### config.mk
export PLATFORM = sky130hd
export DESIGN_NAME = pwm_bank_top
export DESIGN_NICKNAME = d
export VERILOG_FILES = /design/src/rtl/pwm_bank_pkg.sv /design/src/rtl/pwm_tick_gen.sv /design/src/rtl/pwm_wave_gen.sv /design/src/rtl/pwm_chan_mux.sv /design/src/rtl/pwm_bank_top.sv
export SDC_FILE = /design/constraint.sdc
export NUM_CORES = 1
export LEC_CHECK = 0
export CORE_MARGIN = 2
export CORE_UTILIZATION = 30
export DETAILED_ROUTE_END_ITERATION = 16
export PLACE_DENSITY = 0.58
export SLEW_MARGIN = 20
export SYNTH_ARGS = -nofsm -noshare
export SYNTH_HDL_FRONTEND = slang
export SYNTH_HIERARCHICAL = 1
export SYNTH_SLANG_ARGS = --single-unit
### constraint.sdc
create_clock -name clk -period 3.95 [get_ports clk]
set_input_delay 0.395 -clock clk [delete_from_list [all_inputs] [get_ports clk]]
set_output_delay 0.395 -clock clk [all_outputs]
set_load 0.1 [all_outputs]
### src/rtl/pwm_bank_pkg.sv
package pwm_bank_pkg;
  localparam int GEN_COUNT = 8;
  localparam int GEN_IDX_W = 3;
  localparam int SLOT_W    = 9;   // high + low counts can reach 510

  // one slot spans this many ticks; zero is clamped to one
  function automatic logic [7:0] slot_ticks(input logic [7:0] per);
    return (per == 8'd0) ? 8'd1 : per;
  endfunction

  // number of slots that make up one full period
  function automatic logic [SLOT_W-1:0] period_slots(input logic [7:0] hi, input logic [7:0] lo);
    return {1'b0, hi} + {1'b0, lo};
  endfunction

  // nibble k of a packed 32-bit map word
  function automatic logic [3:0] nib_at(input logic [31:0] w, input int k);
    return w[4*k +: 4];
  endfunction
endpackage

### src/rtl/pwm_tick_gen.sv
module pwm_tick_gen #(
  parameter int TICK_DIV = 4
) (
  input  logic clk,
  input  logic rst_n,
  output logic tick
);
  localparam int CW = (TICK_DIV > 1) ? $clog2(TICK_DIV) : 1;

  generate
    if (TICK_DIV <= 1) begin : g_every
      assign tick = 1'b1;
    end else begin : g_div
      logic [CW-1:0] cnt_q;
      assign tick = (cnt_q == CW'(TICK_DIV - 1));
      always_ff @(posedge clk or negedge rst_n) begin
        if (!rst_n)    cnt_q <= '0;
        else if (tick) cnt_q <= '0;
        else           cnt_q <= cnt_q + 1'b1;
      end
      // ticks never come back to back when the divider exceeds one
      a_r2_tick_spaced: assert property (@(posedge clk) disable iff (!rst_n)
        tick |=> !tick);
    end
  endgenerate
endmodule

### src/rtl/pwm_wave_gen.sv
module pwm_wave_gen
  import pwm_bank_pkg::*;
(
  input  logic       clk,
  input  logic       rst_n,
  input  logic       tick,
  input  logic [7:0] per,
  input  logic [7:0] hi_cnt,
  input  logic [7:0] lo_cnt,
  output logic       level,
  output logic       wrap
);
  logic [7:0]        pre_q;
  logic [SLOT_W-1:0] slot_q;
  logic              slot_end;

  assign slot_end = tick && (({1'b0, pre_q} + 9'd1) >= {1'b0, slot_ticks(per)});
  assign wrap     = slot_end &&
                    (({1'b0, slot_q} + 10'd1) >= {1'b0, period_slots(hi_cnt, lo_cnt)});
  assign level    = (slot_q < {1'b0, hi_cnt});

  always_ff @(posedge clk or negedge rst_n) begin
    if (!rst_n) begin
      pre_q  <= '0;
      slot_q <= '0;
    end else begin
      if (tick)     pre_q  <= slot_end ? 8'd0 : pre_q + 8'd1;
      if (slot_end) slot_q <= wrap ? '0 : slot_q + 1'b1;
    end
  end

  // the level only moves at a slot boundary or on a new high count
  a_r3_level_holds_in_slot: assert property (@(posedge clk) disable iff (!rst_n)
    ($past(!slot_end) && $stable(hi_cnt)) |-> $stable(level));
  // a zero high count never yields a high level
  a_r4_zero_is_low: assert property (@(posedge clk) disable iff (!rst_n)
    (hi_cnt == 8'd0) |-> !level);
  // the slot index stays inside the largest possible period
  a_r3_slot_bound: assert property (@(posedge clk) disable iff (!rst_n)
    slot_q < 9'd510);
endmodule

### src/rtl/pwm_chan_mux.sv
module pwm_chan_mux
  import pwm_bank_pkg::*;
(
  input  logic                 clk,
  input  logic                 rst_n,
  input  logic [3:0]           map_nib,
  input  logic [GEN_COUNT-1:0] gen_level,
  input  logic [GEN_COUNT-1:0] gen_wrap,
  output logic                 ch_out
);
  logic [GEN_IDX_W-1:0] sel;
  logic                 en, hold_q, wrap_sel, active;

  assign sel      = map_nib[GEN_IDX_W-1:0];
  assign en       = map_nib[3];
  assign wrap_sel = gen_wrap[sel];
  assign active   = en | hold_q;
  assign ch_out   = active & gen_level[sel];

  always_ff @(posedge clk or negedge rst_n) begin
    if (!rst_n)        hold_q <= 1'b0;
    else if (en)       hold_q <= 1'b1;
    else if (wrap_sel) hold_q <= 1'b0;
  end

  // a channel only goes inactive right after its generator wrapped
  a_r8_release_at_wrap: assert property (@(posedge clk) disable iff (!rst_n)
    $fell(active) |-> $past(wrap_sel));
endmodule

### src/rtl/pwm_bank_top.sv
module pwm_bank_top
  import pwm_bank_pkg::*;
#(
  parameter int TICK_DIV   = 4,
  parameter int NUM_DIRECT = 16,
  parameter int NUM_SERIAL = 17,
  parameter int ADDR_W     = 4
) (
  input  logic                  clk,
  input  logic                  rst_n,
  input  logic                  wr_en,
  input  logic [ADDR_W-1:0]     wr_addr,
  input  logic [31:0]           wr_data,
  output logic [NUM_DIRECT-1:0] dir_out,
  output logic [NUM_SERIAL-1:0] ser_out
);
  localparam int NUM_CH     = NUM_DIRECT + NUM_SERIAL;
  localparam int PER_WORDS  = GEN_COUNT / 4;
  localparam int DUTY_WORDS = GEN_COUNT / 2;
  localparam int DMAP_WORDS = (NUM_DIRECT + 7) / 8;
  localparam int PER_BASE   = 0;
  localparam int DUTY_BASE  = PER_BASE + PER_WORDS;
  localparam int DMAP_BASE  = DUTY_BASE + DUTY_WORDS;
  localparam int SMAP_BASE  = DMAP_BASE + DMAP_WORDS;

  logic [7:0] per_q [GEN_COUNT];
  logic [7:0] hi_q  [GEN_COUNT];
  logic [7:0] lo_q  [GEN_COUNT];
  logic [3:0] map_q [NUM_CH];

  logic                 tick;
  logic [GEN_COUNT-1:0] gen_level, gen_wrap;
  logic [NUM_CH-1:0]    ch_level;
  int                   addr_i;

  assign addr_i = int'(wr_addr);

  always_ff @(posedge clk or negedge rst_n) begin
    if (!rst_n) begin
      for (int g = 0; g < GEN_COUNT; g++) begin
        per_q[g] <= '0;
        hi_q[g]  <= '0;
        lo_q[g]  <= '0;
      end
      for (int c = 0; c < NUM_CH; c++) map_q[c] <= '0;
    end else if (wr_en) begin
      for (int g = 0; g < GEN_COUNT; g++) begin
        if (addr_i == PER_BASE + g / 4)
          per_q[g] <= wr_data[8*(g%4) +: 8];
        if (addr_i == DUTY_BASE + g / 2) begin
          hi_q[g] <= wr_data[16*(g%2) +: 8];
          lo_q[g] <= wr_data[16*(g%2) + 8 +: 8];
        end
      end
      for (int c = 0; c < NUM_DIRECT; c++)
        if (addr_i == DMAP_BASE + c / 8) map_q[c] <= nib_at(wr_data, c % 8);
      for (int s = 0; s < NUM_SERIAL; s++)
        if (addr_i == SMAP_BASE + s / 8) map_q[NUM_DIRECT + s] <= nib_at(wr_data, s % 8);
    end
  end

  pwm_tick_gen #(.TICK_DIV(TICK_DIV)) u_tick (
    .clk(clk), .rst_n(rst_n), .tick(tick)
  );

  generate
    for (genvar g = 0; g < GEN_COUNT; g++) begin : g_gen
      pwm_wave_gen u_gen (
        .clk(clk), .rst_n(rst_n), .tick(tick),
        .per(per_q[g]), .hi_cnt(hi_q[g]), .lo_cnt(lo_q[g]),
        .level(gen_level[g]), .wrap(gen_wrap[g])
      );
    end
    for (genvar c = 0; c < NUM_CH; c++) begin : g_ch
      pwm_chan_mux u_ch (
        .clk(clk), .rst_n(rst_n), .map_nib(map_q[c]),
        .gen_level(gen_level), .gen_wrap(gen_wrap), .ch_out(ch_level[c])
      );
    end
  endgenerate

  assign dir_out = ch_level[NUM_DIRECT-1:0];
  assign ser_out = ch_level[NUM_CH-1:NUM_DIRECT];
endmodule

==> results.md, run 1 <==
Yosys:
- The cell type with the highest aggregate area in the netlist is dfrtp_1.
- The cell area that synthesis handed to floorplanning was 33400 sq um.
- The Yosys warning count is 6.
- Averaged over all synthesized cells, the footprint is 11.5 sq um.
- After synthesis, the cell types taking the most area are dfrtp_1, mux2_2, ha_1.
- The number of nets in the synthesized netlist is 3239.
- The most frequent cell after synthesis is dfrtp_1.
- The most used flip-flop cell after synthesis is dfrtp_1.
- The async set or reset register ratio after synthesis is 100%.
- In this run the biggest area consumer among cell types represents 37.0% of the synthesized area.
- The number of unique standard cell types used by synthesis is between 50 and 60.
- In this run, synthesis produced a sequential element count of 495.
- The number of flops mapped to enable cells by yosys is 0.
- The share of synthesized area occupied by flip-flops and latches is 37.0%.
- By count the netlist is led by dfrtp_1, mux2_2, ha_1.
- The cell count after synthesis is between 2000 and 3000.

Worst setup path:
- The worst setup path is captured at an output pin.
- The type of origin of the critical path is a flop.
- Along the worst path, the maximum fanout reaches 10.
- Data on the critical path arrives at its endpoint at ~3600 ps.
- At the worst endpoint, the required time is 3560 ps.
- The category of the critical setup timing path is reg2out.

Routing:
- The detailed-route wire length is 93.6 mm.
- The pre-antenna-repair detailed-routing pass consisted of 4 iterations.
- The routed wire length per instance is 20.4 um.
- The total number of vias is around 24000.
- The remaining design rule violation count is 0.
- The number of routed nets with antenna violations is 0.
- The number of violations reported at the end of detailed-routing iteration 0 is 1456.
- After detailed routing, the number of vias per cell comes to 5.19.

Timing:
- The clock skew is 30.5 ps.
- The fmax is 253 MHz.
- The worst slew slack as a fraction of its limit is approximately 28%.
- The count of endpoints failing hold in the final timing report was 0.
- The transition time at the pin with the least slew margin is 1080 ps.
- Setup repair after global routing could not meet its margin everywhere.
- The worst hold slack is 373 ps.
- Of the available clock period, the critical path in the final layout requires between 90% and 100%.
- The minimum clock period is slightly below 4000 ps.
- The final number of max-transition violations is 0.
- The setup-violating endpoint count in the final report is 0.

Global routing:
- The number of antenna violations at the first check in global routing is 9.
- Entering global routing, the biggest net connects 109 pins.
- The number of global-route vias before repair is 23752.
- The first global-routing pass estimated 141 mm of wire.
- Across every metal layer, demand over resource in global routing totals 15.9%.
- The total congestion overflow after global routing is 0.

Cells and area:
- The fraction of layout cells with a size suffix above 1 is between 20% and 30%.
- The sequential cell area is about 12000 sq um.
- The area growth from synthesis to final layout is 19.6%.
- The multi-input combinational cells in the finished layout cover a total of between 20000 and 25000 sq um.
- The final layout net count is around 3400.
- The number of filler instances in the final layout is 10754.
- Once layout is complete, the utilization of the core stands at 36.1%.

Worst hold path:
- The worst hold-check path type is in2async.

Power:
- Of the total power, combinational logic draws between 30% and 40%.
- The net load switching power is approximately 8 mW.
- IR analysis of the VDD net gives a maximum drop of 0.342 mV.
- The clock network accounts for a little over a quarter of the total power.
- The share of power burned in registers is 33.9%.
- Power spread over the standard cell area amounts to 554 nW/um^2.
- Cell internal power was estimated by the tool at about 14 mW.
- Of the total power, the share spent switching nets is 36.6%.
- For this design the static power due to leakage is 17.8 nW.

Placement:
- Port buffering added ~70 buffers.
- The total half-perimeter wirelength after legalization and detailed placement is 59.3 mm.
- The congestion estimate from routability-driven global placement came to just over 0.8.

Die:
- From left edge to right edge, the die measures 338 um.
- 72 I/O pins were placed.
- For this configuration, the core starts out at a cell density of 30.2%.
- The floorplan step defined a die boundary enclosing between 100000 and 150000 sq um.
- The floorplan has between 100 and 150 rows.
- The vertical die dimension is 338 um.
- The core region is 111000 sq um.

Clock tree:
- The clock passes through at most 3 buffers.
- The clock sink count is 495.
- The clock transition at the register clock pins on the worst setup and hold paths after CTS is 60 ps.
- The cell chosen for the clock root is clkbuf_16.
- At the later pin of the worst-skew pair, clock insertion delay measures 640 ps.
- CTS built an H-tree with a depth of 2.
- The CTS tree is built.
- Counting the buffers created by CTS gives 59.

Run status:
- The run finished with clean final reports.

Run:
- Across the run, the number of max-cap violations was 0.
repair_timing:
| item | in CTS | in global routing |
|---|---|---|
| buffers inserted | 12 | 8 |
| resized for setup | 30 | 139 |
| cloned | 2 | 19 |
| setup endpoints to repair | 66 | 66 |
| endpoints found under the hold margin | 66 | 0 |
| pin swaps | 12 | 95 |
| hold buffers | 1 | 0 |
kinds of logic after synthesis:
logic type               count (synthesis)  share of synthesized area, %
flip-flops                             495                          37.0
adder cells (fa/ha/maj)                281                          10.7
AO/OA/AOI/OAI                          473                          11.7
XOR/XNOR                               136                          3.56
AND/OR/NAND/NOR                        696                          10.7
multiplexers                           530                          22.4
buffers and inverters                  308                          3.93
final timing paths:
kind,start,to,slack (ps),depth (start not counted)
min in group clk,wr_data[0],per_q[56],470,2
worst max register to register,hi_q[56],g_ch[29].u_ch/hold_q,10,17
worst max-delay path,hi_q[33],dir_out[1],0.8,13
worst min-delay path,rst_n,g_gen[1].u_gen/pre_q[3],370,2
worst min register to register,u_tick/g_div.cnt_q[0],u_tick/g_div.cnt_q[0],490,1
max in group asynchronous,rst_n,hi_q[23],2540,3
registers in the layout, indices dropped and copies added (netlist names):
name and count:
g_ch.u_ch/hold_q 33, g_gen.u_gen/pre_q 64, g_gen.u_gen/slot_q 72, hi_q 64, lo_q 64, map_q 132, per_q 64, u_tick/g_div.cnt_q 2
routing by layer:
metal	up-vias	routed length (um)	GRT usage, %
met2	558	42600	25.4
met5	-	45	0
met4	6	1850	3.95
met3	112	5550	3.18
li1	11071	-	-
met1	12107	43500	21.9
critical path: stages (launching register included):
cell and delay [ps]:
dfrtp_1 380, buf_4 150, inv_1 50, ha_1 220, a21o_1 160, a21o_1 180
a211oi_2 300, o21ai_4 120, buf_4 190, o311ai_4 180, mux4_1 370, mux2i_1 80
nor2_2 310, buf_12 220
power groups by stage:
stage | registers [mW] | clock network, mW | logic [mW]
6_report | 7.52 | 5.92 | 8.73
5_1_grt | 7.74 | 6.28 | 9.75
4_1_cts | 7.48 | 6.06 | 8.35
3_5_place_dp | 7.55 | 0 | 8.15
3_3_place_gp | 7.53 | 0 | 8.01
2_1_floorplan | 7.07 | 0 | 6.27
cell type report:
cell class	instances	share of cell area [%]
diodes	3	0.0188
clock buffers	89	4.38
clock inverters	21	0.876
inverters	192	1.82
multi-input cells	2119	51.1
flip-flops and latches	495	31.0
well taps	1488	4.66
repair buffers	189	6.17
through the flow:
stage	cells	total power, mW	setup TNS [ps]	area (sq um)	setup slack (ps)
floorplan	2919	13.3	0	33500	17.7
global placement	4445	15.5	0	36900	60.0
detailed placement	4446	15.7	-201	36900	-32.7
CTS	4570	21.9	-9.07	39200	-9.07
global route	4593	23.8	-5580	40000	-166
finish	4596	22.2	0	40000	0.775
layout by cell type (no fill, tap or decap), types with 64 or more instances in the layout:
cell type / synthesis / routed
dfrtp_1: 495 / 495
a21oi_1: 88 / 72
nor2_1: 137 / 92
mux4_2: 33 / 70
nand3_1: 89 / 89
a41o_1: 97 / 97
xnor2_1: 64 / 64
inv_1: 192 / 189
nand2_1: 202 / 202
clkbuf_16: 0 / 72
ha_1: 273 / 268
buf_4: 11 / 66
xor2_1: 72 / 72
mux2_2: 324 / 324
No activity file was read; power rests on OpenSTA's default activity.
==> run 2, diff against run 1 <==
--- a/config.mk
+++ b/config.mk
@@ -8,7 +8,8 @@
 export CORE_MARGIN = 2
 export CORE_UTILIZATION = 30
 export DETAILED_ROUTE_END_ITERATION = 16
-export PLACE_DENSITY = 0.58
+export PLACE_DENSITY = 0.56
+export RECOVER_POWER = 50
 export SLEW_MARGIN = 20
 export SYNTH_ARGS = -nofsm -noshare
 export SYNTH_HDL_FRONTEND = slang
==> constraint.sdc (replaced) <==
create_clock -name clk -period 4.4 [get_ports clk]
set_input_delay 0.44 -clock clk [delete_from_list [all_inputs] [get_ports clk]]
set_output_delay 0.44 -clock clk [all_outputs]
set_load 0.1 [all_outputs]
==> run 2 against run 1 <==
Highest routed layer unchanged. Critical path depth is 1 lower. Sequential power fell by 10%. Critical path type unchanged. Sequential share of layout area is 1.3 points higher. Largest cell class unchanged. Final area fell by 4.0%. The run now ends with capacitance limit, slew limit left.
==> results.md, run 2 (synthesized netlist as in run 1, its figures left out) <==
Timing:
- The worst slew slack as a fraction of its limit is -87.3% (was 27.9%).
- Setup repair after global routing missed its margin: no (was yes).
- The post-route clock period utilization is 96.6%.
- The final-layout setup total negative slack is 0 ps (unchanged).
- The final worst-path setup slack is 151 ps (was 0.775 ps).
- The count of endpoints failing hold in the final timing report came to 0 (unchanged).
- The transition time at the pin with the least slew margin came to 2810 ps (was 1080 ps).
- The final number of max-transition violations is 114 (was 0).
- The minimum clock period is 4250 ps.
- The fmax is between 200 and 250 MHz.
- The setup-violating endpoint count in the final report is 0 (unchanged).
- The clock skew was 17.7 ps (was 30.5 ps).

Cells and area:
- The number of filler instances in the final layout is 10941 (was 10754).
- Commonest cells after routing, fill and taps aside: dfrtp_1, mux2_2, ha_1 (unchanged).
- The final layout net count came to 3324 (was 3376).
- The most common cell after layout, fill and taps aside is dfrtp_1 (unchanged).
- Largest registers: map_q (132), g_gen.u_gen/slot_q (72) (unchanged).
- The flip-flop count of the largest register after layout is 132 (unchanged).
- The register bank with the most flops is map_q (unchanged).
- The fraction of layout cells with a size suffix above 1 is 25.0% (was 30.0%).
- The area growth from synthesis to final layout was 14.7% (was 19.6%).

Worst setup path:
- The launch point of the worst reg-to-reg path is hi_q[41] (was hi_q[56]).
- The category of the critical setup timing path was reg2out (unchanged).
- The endpoint of the most critical register-to-register path is g_ch[3].u_ch/hold_q (was g_ch[29].u_ch/hold_q).
- The required time of the critical path is 3960 ps (was 3560 ps).
- The critical-path cell with the highest stage delay is dfrtp_1 (unchanged).
- The biggest cell delay along the critical path was 410 ps (was 380 ps).
- The peak fanout along the critical path is 16 (was 10).
- The worst setup slack for register-to-register paths came to 270 ps (was 10 ps).
- The type of origin of the critical path is a flop (unchanged).
- The dominant delay contributor by cell family on the critical path was compound AO/OA/AOI/OAI gates (unchanged).
- The buffering stage count on the worst path with inverters included is 3 (was 4).
- The number of cells on the worst reg-to-reg path is 16 (was 17).
- The sort of element at the end of the critical path is an output pin (unchanged).
- Cell chain of the critical path: inv_1 -> ha_1 -> a21o_1 -> a21o_1 -> a211oi_1 -> o21ai_0 -> o311ai_4 -> buf_4 -> mux4_1 -> mux2i_1 -> nor2_2 -> buf_4 (was buf_4 -> inv_1 -> ha_1 -> a21o_1 -> a21o_1 -> a211oi_2 -> o21ai_4 -> buf_4 -> o311ai_4 -> mux4_1 -> mux2i_1 -> nor2_2 -> buf_12).
- The critical path arrival came to 3810 ps (was 3550 ps).

Die:
- The die outline area is 114000 sq um (unchanged).
- The die span in x is 338 um (unchanged).
- The vertical die dimension is 338 um (unchanged).
- The initial cell density of the core was 30.2% (unchanged).
- The count of boundary I/O pins is 72 (unchanged).
- The area of the placeable core is 111000 sq um (unchanged).
- The standard-cell row count is 122 (unchanged).

Clock tree:
- The clock sink count is 495 (unchanged).
- The cell chosen for the clock root is clkbuf_16 (unchanged).
- The clock transition at the register clock pins on the worst setup and hold paths after CTS is 60 ps (about the same).
- The clock insertion delay at the later pin of the skew report is 640 ps (about the same).
- The maximum level of the CTS H-tree is 2 (unchanged).
- The CTS tree is built (unchanged).
- The maximum root-to-sink buffer count is 3 (unchanged).
- The number of buffers created by CTS is 58 (was 59).

Global routing:
- The global-route wire length before repair is 142 mm (was 141 mm).
- The total congestion overflow after global routing is 0 (unchanged).
- The number of antenna violations at the first check in global routing is 8 (was 9).
- The global-route total usage across every layer was 16.1% (was 15.9%).
- The number of global-route vias before repair is 23218 (was 23752).
- The maximum number of pins on one net before global-route repair is 104 (was 109).

Placement:
- The last weighted congestion value of the routability-driven placer is 0.788 (was 0.811).
- The number of port buffers was 71 (unchanged).
- The total half-perimeter wirelength after legalization and detailed placement is 60.1 mm (was 59.3 mm).
- The placement-stage worst setup slack is 258 ps (was -32.7 ps).

Worst hold path:
- The launch point of the worst hold path is u_tick/g_div.cnt_q[0].
- The path with the worst hold slack has its endpoint at u_tick/g_div.cnt_q[0].
- Counting instances, the worst hold path has a depth of 1.
- The worst hold-check path type is reg2reg (was in2async).

Routing:
- The remaining design rule violation count is 0 (unchanged).
- The ratio of routed vias to standard cells was 5.11 (was 5.19).
- The detailed-route wire length is 92.1 mm (was 93.6 mm).
- The number of search-and-repair iterations in the first detailed-routing pass is 5 (was 4).
- The number of routed nets with antenna violations was 0 (unchanged).
- The number of violations reported at the end of detailed-routing iteration 0 is 1309 (was 1456).
- The routed wire length per instance is 20.3 um (was 20.4 um).
- The total number of vias is 23212 (was 23854).

Power:
- The maximum vdd drop is 0.346 mV (was 0.342 mV).
- The power density over cell area is 493 nW/um^2 (was 554 nW/um^2).
- The leakage power figure was 17.1 nW (was 17.8 nW).

Run status:
- Outcome: finished with violations (was completed).
- The checks that failed: capacitance limit, slew limit.

Run:
- The max-cap violation count is 2 (was 0).
run 2: cell types whose count changed in the layout (fill, tap and decap cells not counted), sizes merged:
cell | previous run | this run
inv | 193 | 194
clkbuf | 101 | 88
buf | 140 | 98
o311ai | 11 | 9
clkinvlp | 2 | 6
bufinv | 9 | 5
clkdlybuf4s50 | 36 | 35
dlygate4sd3 | 1 | 2
clkinv | 9 | 11
run 2: final cells by class:
cell class              count  area [sq um]  share of cell area, %
clock inverters            24           268                  0.698
inverters                 192           721                   1.88
diodes                      3          7.51                 0.0196
clock buffers              83          1710                   4.45
flip-flops and latches    495         12400                   32.3
multi-input cells        2117         20000                   52.2
repair buffers            140          1390                   3.62
well taps                1488          1860                   4.85
run 2: metrics by stage:
step	util, %	power (mW)	hold WS, ps	cells	area, sq um
floorplan	-	12.0	144	2919	33400
global placement	32.6	13.7	473	4419	36100
detailed placement	32.6	13.9	480	4420	36100
CTS	34.4	19.0	486	4528	38100
global route	34.7	20.3	461	4539	38400
finish	34.7	18.9	434	4542	38400
run 2: worst reg2reg max path, stage by stage (launching register included):
cell,delay [ps]
dfrtp_1,420
ha_1,310
a21o_1,170
a21oi_1,200
o21ai_0,180
o41ai_2,270
xor2_1,200
ha_1,280
a211oi_2,210
o21ai_1,80
a41o_1,250
a221oi_4,370
nor2_2,50
buf_4,310
mux4_2,530
nand2b_1,90
a41o_1,160
run 2: how the worst max path moves through the flow:
| stage | end | cells past startpoint | startpoint |
|---|---|---|---|
| 2_1_floorplan | dir_out[0] | 5 | g_gen[4].u_gen/slot_q[7] |
| 3_3_place_gp | g_ch[32].u_ch/hold_q | 16 | hi_q[41] |
| 3_5_place_dp | g_ch[3].u_ch/hold_q | 16 | hi_q[41] |
| 4_1_cts | ser_out[12] | 12 | hi_q[25] |
| 5_1_grt | g_ch[29].u_ch/hold_q | 16 | hi_q[41] |
| 6_report | ser_out[3] | 12 | hi_q[49] |
run 2: where the power goes:
part	internal [mW]	switching, mW	total [mW]
sequential	5.52	1.22	6.74
clock	2.98	2.08	5.05
combinational	3.38	3.74	7.12
total	11.9	7.04	18.9
run 2: timing repair:
item                                    CTS  global route
gates cloned                              0             1
setup buffers                             0             5
resized for setup                        10            30
endpoints found under the setup margin   15            66
hold buffers                              1             0
hold endpoints to repair                 96             0
pin swaps                                 3             5
run 2: metal layers:
layer / GRT usage [%] / routed length, um / part of all wire, %
met5: 0 / 13 / 0.014
met4: 5.12 / 2840 / 3.1
met3: 3.00 / 5250 / 5.7
met2: 25.6 / 41500 / 45
met1: 22.1 / 42500 / 46
==> run 3, diff against run 2 <==
--- a/config.mk
+++ b/config.mk
@@ -8,8 +8,9 @@
 export CORE_MARGIN = 2
 export CORE_UTILIZATION = 30
 export DETAILED_ROUTE_END_ITERATION = 16
-export PLACE_DENSITY = 0.56
-export RECOVER_POWER = 50
+export GPL_ROUTABILITY_DRIVEN = 1
+export PLACE_DENSITY = 0.58
+export RECOVER_POWER = 100
 export SLEW_MARGIN = 20
 export SYNTH_ARGS = -nofsm -noshare
 export SYNTH_HDL_FRONTEND = slang
==> constraint.sdc (replaced) <==
create_clock -name clk -period 3.7 [get_ports clk]
set_input_delay 0.37 -clock clk [delete_from_list [all_inputs] [get_ports clk]]
set_output_delay 0.37 -clock clk [all_outputs]
set_load 0.1 [all_outputs]
==> run 3 against run 2 <==
The run ends with capacitance limit, slew limit, setup timing left. Clock-buffer cell count rose by 1. First-iteration DRC count rose by 31%. Worst hold slack improved by 1.2 ps. Critical path type is now reg2reg. Largest cell class unchanged.
==> results.md, run 3 (synthesized netlist as in run 1, its figures left out) <==
Placement:
- The placement-stage worst setup slack is -316 ps (was 258 ps).
- The number of port buffers was 71 (unchanged).
- The total half-perimeter wirelength after legalization and detailed placement came to 61.6 mm (was 60.1 mm).
- The instance area at placement is 37700 sq um (was 36100 sq um).
- The last weighted congestion value of the routability-driven placer was 0.816 (was 0.788).

Global routing:
- The total congestion overflow after global routing is 0 (unchanged).
- The global-route total usage across every layer is 16.5% (was 16.1%).
- The number of global-route vias before repair is 24357 (was 23218).
- The number of antenna violations at the first check in global routing is 8 (unchanged).
- The maximum number of pins on one net before global-route repair is 95 (was 104).
- The global-route wire length before repair is 145 mm (was 142 mm).

Routing:
- The total number of vias is 24342 (was 23212).
- The routed wire length per instance was 20.9 um (was 20.3 um).
- The number of violations reported at the end of detailed-routing iteration 0 is 1710 (was 1309).
- The number of routed nets with antenna violations is 0 (unchanged).
- The number of search-and-repair iterations in the first detailed-routing pass is 5 (unchanged).
- The ratio of routed vias to standard cells is 5.19 (was 5.11).
- The remaining design rule violation count was 0 (unchanged).
- The detailed-route wire length is 98.0 mm (was 92.1 mm).

Power:
- The maximum vdd drop is 0.470 mV (was 0.346 mV).
- The power density over cell area was 592 nW/um^2 (was 493 nW/um^2).
- The leakage power figure is 18.0 nW (was 17.1 nW).
- The power after layout is 24.0 mW (was 18.9 mW).

Die:
- The vertical die dimension is 338 um (unchanged).
- The die span in x is 338 um (unchanged).
- The die outline area is 114000 sq um (unchanged).
- The area of the placeable core is 111000 sq um (unchanged).
- The standard-cell row count is 122 (unchanged).
- The count of boundary I/O pins is 72 (unchanged).
- The initial cell density of the core came to 30.2% (unchanged).

Timing:
- The transition time at the pin with the least slew margin is 2170 ps (was 2810 ps).
- The final number of max-transition violations is 192 (was 114).
- The minimum clock period is 3890 ps.
- The setup-violating endpoint count in the final report came to 66 (was 0).
- The final worst-path setup slack is -194 ps (was 151 ps).
- The fmax is 257 MHz.
- The count of endpoints failing hold in the final timing report is 0 (unchanged).
- The post-route clock period utilization is 105%.
- The clock skew came to 25.2 ps (was 17.7 ps).
- Setup repair after global routing missed its margin: yes (was no).
- The worst slew slack as a fraction of its limit came to -44.7% (was -87.3%).

Cells and area:
- The fraction of layout cells with a size suffix above 1 was 31.1% (was 25.0%).
- Commonest cells after routing, fill and taps aside: dfrtp_1, mux2_2, ha_1 (unchanged).
- The area growth from synthesis to final layout was 21.4% (was 14.7%).
- The register bank with the most flops is map_q (unchanged).
- Largest registers: map_q (132), g_gen.u_gen/slot_q (72) (unchanged).
- The most common cell after layout, fill and taps aside is dfrtp_1 (unchanged).
- The final standard cell utilization of the core is 36.7% (was 34.7%).
- The flip-flop count of the largest register after layout was 132 (unchanged).
- The design area is 40600 sq um (was 38400 sq um).
- The final layout net count is 3471 (was 3324).

Clock tree:
- The cell chosen for the clock root is clkbuf_16 (unchanged).
- The maximum level of the CTS H-tree was 2 (unchanged).
- The clock insertion delay at the later pin of the skew report is 630 ps (was 640 ps).
- The CTS tree is built (unchanged).
- The maximum root-to-sink buffer count is 3 (unchanged).
- The number of buffers created by CTS is 59 (was 58).
- The clock sink count is 495 (unchanged).
- The clock transition at the register clock pins on the worst setup and hold paths after CTS came to 60 ps (about the same).

Worst hold path:
- The launch point of the worst hold path is u_tick/g_div.cnt_q[0] (unchanged).
- The worst hold path cell count was 1 (unchanged).
- The worst hold-check path type is reg2reg (unchanged).
- The destination of the worst hold path is u_tick/g_div.cnt_q[0] (unchanged).

Worst setup path:
- Cell chain of the critical path: ha_2 -> fa_2 -> a21o_1 -> a21oi_2 -> o21bai_1 -> a21oi_2 -> xor2_1 -> ha_2 -> a211oi_2 -> o21ai_1 -> a41o_1 -> a221oi_4 -> nor2_4 -> clkbuf_16 -> mux4_2 -> nand2b_1 -> a41o_1 (was inv_1 -> ha_1 -> a21o_1 -> a21o_1 -> a211oi_1 -> o21ai_0 -> o311ai_4 -> buf_4 -> mux4_1 -> mux2i_1 -> nor2_2 -> buf_4).
- The category of the critical setup timing path is reg2reg (was reg2out).
- The dominant delay contributor by cell family on the critical path is compound AO/OA/AOI/OAI gates (unchanged).
- The number of cells on the worst reg-to-reg path came to 17 (was 16).
- The peak fanout along the critical path was 8 (was 16).
- The buffering stage count on the worst path with inverters included is 1 (was 3).
- The type of origin of the critical path is a flop (unchanged).
- The launch point of the worst reg-to-reg path is hi_q[40] (was hi_q[41]).
- The biggest cell delay along the critical path is 450 ps (was 410 ps).
- The required time of the critical path is 4260 ps (was 3960 ps).
- The sort of element at the end of the critical path is a flop (was output pin).
- The worst setup slack for register-to-register paths is -190 ps (was 270 ps).
- The endpoint of the most critical register-to-register path is g_ch[13].u_ch/hold_q (was g_ch[3].u_ch/hold_q).
- The critical-path cell with the highest stage delay is mux4_2 (was dfrtp_1).
- The critical path arrival is 4450 ps (was 3810 ps).

Run status:
- Outcome: finished with violations (unchanged).
- Failing checks: capacitance limit, slew limit, setup timing (was capacitance limit, slew limit).

Run:
- The max-cap violation count is 5 (was 2).
run 3: timing repair:
action	4_1_cts	5_1_grt
hold endpoints to repair	67	0
resized for setup	100	98
setup buffers	24	10
pin swaps	38	74
hold buffers	1	0
setup endpoints to repair	66	76
cloned	10	22
run 3: layout make-up:
| class | count | area [sq um] |
|---|---|---|
| fillers | 10761 | 70100 |
| multi-input cells | 2122 | 20200 |
| flip-flops and latches | 495 | 12400 |
| repair buffers | 281 | 3330 |
| well taps | 1488 | 1860 |
| clock buffers | 84 | 1710 |
| inverters | 192 | 728 |
| clock inverters | 24 | 333 |
| diodes | 4 | 10.0 |
run 3: worst max-delay path by stage:
stage | endpoint | depth (start not counted) | start | slack [ps]
floorplan | g_ch[0].u_ch/hold_q | 15 | lo_q[33] | -10
global placement | g_ch[28].u_ch/hold_q | 16 | hi_q[56] | -240
detailed placement | g_ch[29].u_ch/hold_q | 16 | hi_q[48] | -320
CTS | g_ch[7].u_ch/hold_q | 16 | lo_q[33] | -190
global route | g_ch[13].u_ch/hold_q | 16 | lo_q[41] | -390
finish | g_ch[13].u_ch/hold_q | 17 | hi_q[40] | -190
run 3: worst register-to-register path, stage by stage (launching register included):
cell and delay, ps:
dfrtp_1 390, ha_2 200, fa_2 350, a21o_1 180, a21oi_2 150, o21bai_1 90
a21oi_2 180, xor2_1 100, ha_2 190, a211oi_2 210, o21ai_1 90, a41o_1 250
a221oi_4 350, nor2_4 140, clkbuf_16 230, mux4_2 460, nand2b_1 90, a41o_1 160
run 3: where the power goes:
part | switching, mW | leakage [nW] | internal (mW)
combinational | 4.96 | 10.9 | 4.89
clock | 2.45 | 1.01 | 3.75
sequential | 1.43 | 6.10 | 6.56
total | 8.85 | 18.0 | 15.2
run 3: per-layer routing:
layer | share of wire, % | routed length [um] | GRT usage, % | up-vias
li1 | - | - | - | 11249
met3 | 6.2 | 6060 | 3.30 | 166
met4 | 3.2 | 3120 | 5.09 | 8
met2 | 46 | 45300 | 27.1 | 585
met5 | 0.040 | 39 | 0 | -
met1 | 44 | 43500 | 21.7 | 12334
run 3: per-stage QoR:
step,hold WS (ps),TNS (ps),std cells
floorplan,74.4,-437,2919
global placement,388,-7620,4519
detailed placement,396,-10060,4520
CTS,320,-8470,4659
global route,454,-23280,4686
finish,436,-7550,4690
